===== config.mk =====
export PLATFORM = sky130hd
export DESIGN_NAME = selfsync_scrambler
export DESIGN_NICKNAME = d
export VERILOG_FILES = /design/src/rtl/sss_pkg.sv /design/src/rtl/sss_unroll.sv /design/src/rtl/sss_hist.sv /design/src/rtl/sss_sync.sv /design/src/rtl/selfsync_scrambler.sv
export SDC_FILE = /design/constraint.sdc
export NUM_CORES = 1
export LEC_CHECK = 0
export BUFFER_PORTS_ARGS = -buffer_cell sky130_fd_sc_hd__buf_2
export CELL_PAD_IN_SITES_DETAIL_PLACEMENT = 1
export CELL_PAD_IN_SITES_GLOBAL_PLACEMENT = 2
export CORE_MARGIN = 2
export CORE_UTILIZATION = 33
export DETAILED_ROUTE_END_ITERATION = 10
export PLACE_DENSITY = 0.88
export SLEW_MARGIN = 20
export SYNTH_ARGS = -nofsm -noshare
export SYNTH_HDL_FRONTEND = slang
export SYNTH_SLANG_ARGS = --single-unit
export TNS_END_PERCENT = 20

===== constraint.sdc =====
create_clock -name clk -period 1.6 [get_ports clk]
set_input_delay 0.24 -clock clk [delete_from_list [all_inputs] [get_ports clk]]
set_output_delay 0.24 -clock clk [all_outputs]
set_load 0.02 [all_outputs]

===== src/rtl/sss_pkg.sv =====
package sss_pkg;

  // Per-byte operating configuration carried into the bit engine
  typedef struct packed {
    logic descramble;
    logic bypass;
    logic lsb_first;
  } sss_cfg_t;

endpackage


===== src/rtl/sss_unroll.sv =====
// Combinational engine: runs the bit recurrence DATA_W times in one cycle.
module sss_unroll
  import sss_pkg::*;
#(
  parameter int DATA_W      = 8,
  parameter int HIST_LEN    = 43,
  parameter int MID_TAP     = 23,
  parameter bit USE_MID_TAP = 1'b0
) (
  input  logic [HIST_LEN-1:0] hist_i,
  input  logic [DATA_W-1:0]   data_i,
  input  sss_cfg_t            cfg_i,
  output logic [DATA_W-1:0]   data_o,
  output logic [HIST_LEN-1:0] hist_o
);
  localparam int IW = (DATA_W > 1) ? $clog2(DATA_W) : 1;

  always_comb begin : bit_chain
    logic [HIST_LEN-1:0] h;
    logic [DATA_W-1:0]   o;
    logic [IW-1:0]       pos;
    logic                fb;
    logic                ob;
    logic                sb;
    h = hist_i;
    o = '0;
    for (int j = 0; j < DATA_W; j++) begin
      pos = cfg_i.lsb_first ? IW'(j) : IW'(DATA_W - 1 - j);
      fb  = h[HIST_LEN-1];
      if (USE_MID_TAP) fb = fb ^ h[MID_TAP-1];
      ob  = cfg_i.bypass ? data_i[pos] : (data_i[pos] ^ fb);
      // line-side bit feeds the history
      sb  = (cfg_i.descramble || cfg_i.bypass) ? data_i[pos] : ob;
      o[pos] = ob;
      h = {h[HIST_LEN-2:0], sb};
    end
    data_o = o;
    hist_o = h;
  end

endmodule


===== src/rtl/sss_hist.sv =====
// History register: seed load wins over a byte advance.
module sss_hist #(
  parameter int HIST_LEN = 43
) (
  input  logic                clk,
  input  logic                rst,
  input  logic                seed_load,
  input  logic [HIST_LEN-1:0] seed_i,
  input  logic                adv_i,
  input  logic [HIST_LEN-1:0] next_i,
  output logic [HIST_LEN-1:0] hist_o
);
  logic [HIST_LEN-1:0] hist_q;

  always_ff @(posedge clk) begin
    if (rst)            hist_q <= '0;
    else if (seed_load) hist_q <= seed_i;
    else if (adv_i)     hist_q <= next_i;
  end

  assign hist_o = hist_q;

  p_seed_load_r4: assert property (@(posedge clk) disable iff (rst)
    seed_load |=> hist_q == $past(seed_i));

  p_idle_hold_r10: assert property (@(posedge clk) disable iff (rst)
    (!seed_load && !adv_i) |=> $stable(hist_q));

endmodule


===== src/rtl/sss_sync.sv =====
// Sticky flag: at least HIST_LEN bits seen since reset.
module sss_sync #(
  parameter int DATA_W   = 8,
  parameter int HIST_LEN = 43
) (
  input  logic clk,
  input  logic rst,
  input  logic adv_i,
  output logic synced_o
);
  localparam int CW = $clog2(HIST_LEN + DATA_W + 1);
  localparam logic [CW-1:0] STEP  = CW'(DATA_W);
  localparam logic [CW-1:0] LIMIT = CW'(HIST_LEN);

  logic [CW-1:0] cnt_q;
  logic          sync_q;
  logic [CW-1:0] cnt_nx;

  assign cnt_nx = cnt_q + STEP;

  always_ff @(posedge clk) begin
    if (rst) begin
      cnt_q  <= '0;
      sync_q <= 1'b0;
    end else if (adv_i && !sync_q) begin
      cnt_q  <= cnt_nx;
      sync_q <= (cnt_nx >= LIMIT);
    end
  end

  assign synced_o = sync_q;

  p_sync_sticky_r9: assert property (@(posedge clk) disable iff (rst)
    sync_q |=> sync_q);

  p_sync_needs_data_r9: assert property (@(posedge clk) disable iff (rst)
    (!sync_q && !adv_i) |=> !sync_q);

endmodule


===== src/rtl/selfsync_scrambler.sv =====
module selfsync_scrambler
  import sss_pkg::*;
#(
  parameter int DATA_W      = 8,
  parameter int HIST_LEN    = 43,
  parameter int MID_TAP     = 23,
  parameter bit USE_MID_TAP = 1'b0
) (
  input  logic                clk,
  input  logic                rst,
  input  logic                cfg_descramble,
  input  logic                cfg_bypass,
  input  logic                cfg_lsb_first,
  input  logic                seed_load,
  input  logic [HIST_LEN-1:0] seed_value,
  input  logic [DATA_W-1:0]   din,
  input  logic                din_valid,
  output logic [DATA_W-1:0]   dout,
  output logic                dout_valid,
  output logic                synced
);
  sss_cfg_t            cfg;
  logic                adv;
  logic [HIST_LEN-1:0] hist_w;
  logic [HIST_LEN-1:0] hist_nx;
  logic [DATA_W-1:0]   byte_nx;
  logic [DATA_W-1:0]   dout_q;
  logic                dv_q;
  logic [DATA_W-1:0]   dout_rev;

  assign cfg = '{descramble: cfg_descramble, bypass: cfg_bypass, lsb_first: cfg_lsb_first};
  assign adv = din_valid && !seed_load;

  sss_unroll #(
    .DATA_W(DATA_W), .HIST_LEN(HIST_LEN), .MID_TAP(MID_TAP), .USE_MID_TAP(USE_MID_TAP)
  ) u_unroll (
    .hist_i(hist_w), .data_i(din), .cfg_i(cfg), .data_o(byte_nx), .hist_o(hist_nx)
  );

  sss_hist #(.HIST_LEN(HIST_LEN)) u_hist (
    .clk(clk), .rst(rst), .seed_load(seed_load), .seed_i(seed_value),
    .adv_i(adv), .next_i(hist_nx), .hist_o(hist_w)
  );

  sss_sync #(.DATA_W(DATA_W), .HIST_LEN(HIST_LEN)) u_sync (
    .clk(clk), .rst(rst), .adv_i(adv), .synced_o(synced)
  );

  always_ff @(posedge clk) begin
    if (rst) begin
      dout_q <= '0;
      dv_q   <= 1'b0;
    end else begin
      dv_q <= adv;
      if (adv) dout_q <= byte_nx;
    end
  end

  assign dout       = dout_q;
  assign dout_valid = dv_q;

  for (genvar g = 0; g < DATA_W; g++) begin : g_rev
    assign dout_rev[g] = dout_q[DATA_W-1-g];
  end

  p_valid_follow_r10: assert property (@(posedge clk) disable iff (rst)
    adv |=> dout_valid);

  p_no_valid_r10: assert property (@(posedge clk) disable iff (rst)
    !adv |=> !dout_valid);

  p_bypass_pass_r8: assert property (@(posedge clk) disable iff (rst)
    (adv && cfg_bypass) |=> dout == $past(din));

  p_tx_hist_msb_r1: assert property (@(posedge clk) disable iff (rst)
    (adv && !cfg_descramble && !cfg_bypass && !cfg_lsb_first)
      |=> hist_w[DATA_W-1:0] == dout);

  p_tx_hist_lsb_r7: assert property (@(posedge clk) disable iff (rst)
    (adv && !cfg_descramble && !cfg_bypass && cfg_lsb_first)
      |=> hist_w[DATA_W-1:0] == dout_rev);

  p_rx_hist_r2: assert property (@(posedge clk) disable iff (rst)
    (adv && cfg_descramble && !cfg_lsb_first)
      |=> hist_w[DATA_W-1:0] == $past(din));

endmodule


== Word-level counts from Yosys, hierarchy flattened ==
Cells that the tools add are included.
Operators by class
  add/subtract/negate cells: 1
  multiply operators: 0
  divide/modulo/power cells: 0
  $lt $le $gt $ge: 17
  eq/ne operators: 0
  shifts and indexed selects: 0
  multiplexer cells: 65
  bitwise operators: 9
  reduce and logical (&&, ||, !) cells: 14
Operators by type and width (number)
  2-to-1 mux 43 bit: 2
  bitwise mux 8 bit: 7
  < comparator 3 x 4 -> 1 bit (second input constant): 8
  2-to-1 mux 1 bit: 32
  binary-select mux 1 bit (select 3 bit): 8
  demux 1 bit (select 3 bit): 8
  greater-or-equal comparator 3 x 1 -> 1 bit (second input constant): 8
  2-to-1 mux 3 bit: 8
  logical AND 1 bit: 10
  bitwise AND 8 bit: 1
  XOR 1 bit: 8
  adder 6 x 4 -> 6 bit (second input constant): 1
  greater-or-equal comparator 6 bit (second input constant): 1
  logical NOT 1 bit: 2
  nonzero test 2 bit: 1
  logical OR 1 bit: 1
Word-level totals
  flip-flop bits (word level): 59
  latch bits: 0
  bits in writable memories: 0
  ROM bits: 0
  bits of input ports: 58
  output and inout port bits: 10
  memories kept: 0

== Depth between registers and ports, before layout ==
  depth in word-level cells: 13
  depth in mapped cells: 6
  mapped depth without buffers: 4

== Cells and area by module ==
A second synthesis with hierarchy kept.
Second synthesis, totals
  cells, all modules: 332
  area total of the unflattened synthesis: 3470.8 µm²
By module, submodules not included
  sss_hist: instances 1, cells each 191, area each 2237.1 µm²
  sss_unroll: instances 1, cells each 88, area each 675.6 µm²
  selfsync_scrambler: instances 1, cells each 37, area each 386.6 µm²
  sss_sync: instances 1, cells each 16, area each 171.4 µm²

== Worst setup path after synthesis ==
OpenSTA, ideal clock, no wires.
  path type: input port to flip-flop
  from: in din_valid
  to: reg u_hist.hist_q[25] (netlist: u_hist.hist_o[25])
  setup time: 0.128 ns
  arrival time: 1.122 ns
  required time: 1.472 ns
  setup slack: 0.351 ns
  stages: 5
  cells stage by stage: buf_2 buf_2 mux2_1 mux2i_1 nor2_1
On the way
  longest elaborated chain between the ends: 2
Ends and longest elaborated chain
  start: declaration: line selfsync_scrambler.sv:17  | input logic din_valid,
  logical AND 1 bit: line selfsync_scrambler.sv:32  | assign adv = din_valid && !seed_load;
  nonzero test 2 bit (no line)
  end signal: assignment: line sss_hist.sv:17  | else if (seed_load) hist_q <= seed_i;
  end signal: assignment: line sss_hist.sv:18  | else if (adv_i) hist_q <= next_i;
  end: declaration: line sss_hist.sv:13  | logic [HIST_LEN-1:0] hist_q;
Every way passes these cells.
A chain may end at the register's enable or synchronous reset.

== Final worst setup path ==
  from: reg u_hist.hist_q[38] (netlist: u_hist.hist_o[38])
  to: reg dout_q[3] (netlist: dout[3])
On the way
  longest elaborated chain between the ends: 6
Ends and longest elaborated chain
  XOR 1 bit: line sss_unroll.sv:31  | ob = cfg_i.bypass ? data_i[pos] : (data_i[pos] ^ fb);
  2-to-1 mux 1 bit: line sss_unroll.sv:31
  bitwise mux 8 bit (4 in series): line sss_unroll.sv:34  | o[pos] = ob;
  end signal: assignment: line selfsync_scrambler.sv:55  | if (adv) dout_q <= byte_nx;
  end: declaration: line selfsync_scrambler.sv:27  | logic [DATA_W-1:0] dout_q;
Every way passes these cells.

==> impl_metrics.tcl <==
set metrics [dict create \
    insertion_delay_ns 0.31 \
    syn_area_per_cell_um2 9.94 \
    cts.sinks 56 \
    port_buffers 67 \
    fp.dieArea_um2 9720 \
    place_area_um2 3350 \
    period_needed_ns 1.23 \
    rsz0062_at_grt "no" \
    numCtsBuffers 5 \
    antenna_found_initial 0 \
    finalSetupViolCount 0 \
    detailed_place_hpwl_um 5540 \
    max-cap-violations 0 \
    maxSlewViolCount 0 \
    ir_drop_uv 287 \
    grt_pass1_vias 2420 \
    hold_class "input port to flip-flop" \
    ys_ff_latch 56 \
    holdWs_ns 0.159 \
    hold_violations 0 \
    synth-async-reset-ratio_pct 0 \
    syn_area_um2 2950 \
    clk_path_buf_depth 2 \
    vias_per_cell 4.95 \
    syn2layout_area_growth_pct 17.7 \
    cts_resized 0 \
    gp_congestion 0.761 \
    postRouteAntennaNets 0 \
    power.density_nw_per_um2 907 \
    final_area_um2 3470 \
    status "finished clean" \
    syn_inst 297 \
    drive_gt1_share_pct 25.5 \
    ys_types 31 \
    synth_top_family_by_area "multiplexers" \
    yosys_warnings 0 \
    ioPinCount 68 \
    path_clk_slew_ns 0.10 \
    tightest_slew_ns 0.399 \
    synth.net_count 356 \
    layout_common_cells "buf_2, dfxtp_1, mux2i_1" \
    initial_utilization_pct 34.0 \
    synth_adder_area_share_pct 0.424 \
    n_antenna_cell 0 \
    wire_per_inst_um 16.0 \
    cp.required_ns 1.82 \
    path_class "flip-flop to flip-flop" \
    worstPathArrival_ns 1.45 \
    route.detailed.drc 0 \
    core-area_um2 8680 \
    cts_hold_buf 0 \
    ys.flop_type "dfxtp_1" \
    path_max_fanout 4 \
    grt_pass1_wl_um 12200 \
    synth_edf_count 0 \
    gr-total-overflow 0 \
    crit_path_end_kind "flip-flop" \
    cts_tree "done" \
    synthSimpleGateAreaFrac_pct 12.2 \
    track_usage_pct 15.7 \
    rows 34 \
    drt_pass1_iterations 4 \
    cts-htree-levels 2 \
    drt_iter0_drc 95 \
    slew_headroom_pct 73.4 \
    clock_skew_ns 0.00788 \
    finalSetupTns_ns 0 \
    leakage_uw 0.00163 \
    placed_cells 458 \
    crit_path_start_kind "flip-flop" \
    synth_compound_area_share_pct 8.01 \
    cts_setup_buffers 0 \
    fin_crit_sh_pct 77.0 \
    die_h_um 98.6 \
    vias 2301 \
    nets 416 \
    final_cells 465 \
    synth_xor_area_share_pct 3.26 \
    layout_commonest_cell "buf_2" \
    dieWidth_um 98.6 \
    cts_root_buffer "clkbuf_8" \
    synth.area.mux_share_pct 31.0 \
    grt_max_degree 57 \
    drt-total-wl_um 7420 \
    synth_seq_area_share_pct 38.0 \
    fmax_mhz 812 \
]
## metrics by stage
stage          util [%]  total power (uW)  setup WS, ns
6_report           40.0              3150         0.369
2_1_floorplan         -              1930         0.351
5_1_grt            40.0              3330         0.269
4_1_cts            40.0              3200         0.329
3_3_place_gp       38.6              2090         0.232
3_5_place_dp       38.6              2110         0.170
## logic make-up after synthesis
family          count (synthesis)
mux                            87
simple gates                   76
flops                          56
compound gates                 33
buf+inv                        33
xor+xnor                       11
fa+ha+maj                       1
## synthesized netlist by cell type (9+ instances only)
cell type | instances | area share [%]
nor2_1 | 47 | 6.0
dfxtp_1 | 56 | 38
inv_1 | 9 | 1.1
mux2i_1 | 52 | 18
mux2_1 | 29 | 11
buf_2 | 9 | 1.5
xor2_1 | 9 | 2.7
## worst paths after layout
kind                                                       end                            from  slack, ns  cells after the start
worst min register to register            dout[4]$_SDFFE_PP0N_            dout[4]$_SDFFE_PP0N_       0.50                      2
worst min-delay path            u_hist.hist_o[23]$_SDFFE_PP0P_                  seed_value[23]       0.16                      3
worst max-delay path                      dout[3]$_SDFFE_PP0N_  u_hist.hist_o[38]$_SDFFE_PP0P_       0.37                      3
worst max register to register            dout[3]$_SDFFE_PP0N_  u_hist.hist_o[38]$_SDFFE_PP0P_       0.37                      3
## critical path: stages (launching register included)
cell and delay, ns:
dfxtp_1 0.46, mux2i_1 0.11, or3_1 0.32, a311oi_1 0.26
## power breakdown
| group | internal [uW] | total (uW) | switching, uW |
|---|---|---|---|
| Combinational | 256 | 521 | 265 |
| Sequential | 1490 | 1550 | 62.1 |
| Clock | 617 | 1080 | 466 |
| Total | 2360 | 3150 | 793 |
## flip-flops by register name, summed over array words and instances (netlist names)
register,count
dout,8
dout_valid,1
u_hist.hist_o,43
u_sync.cnt_q,3
u_sync.synced_o,1
## routing by layer
metal / up-vias / share of wire [%] / global-route usage [%]
li1: 1158 / - / -
met1: 1098 / 46 / 20.9
met2: 43 / 49 / 26.8
met3: 2 / 4.4 / 2.84
met4: 0 / 0.42 / 3.16
met5: - / 0 / 0
## area by class of cell
class,count,area (um^2)
Timing Repair Buffer,77,435
Fill cell,1055,5200
Inverter,9,33.8
Sequential cell,56,1120
Tap cell,108,135
Clock buffer,5,68.8
Multi-Input combinational cell,208,1620
Clock inverter,2,60.1
(Power assumes the default switching activity.)
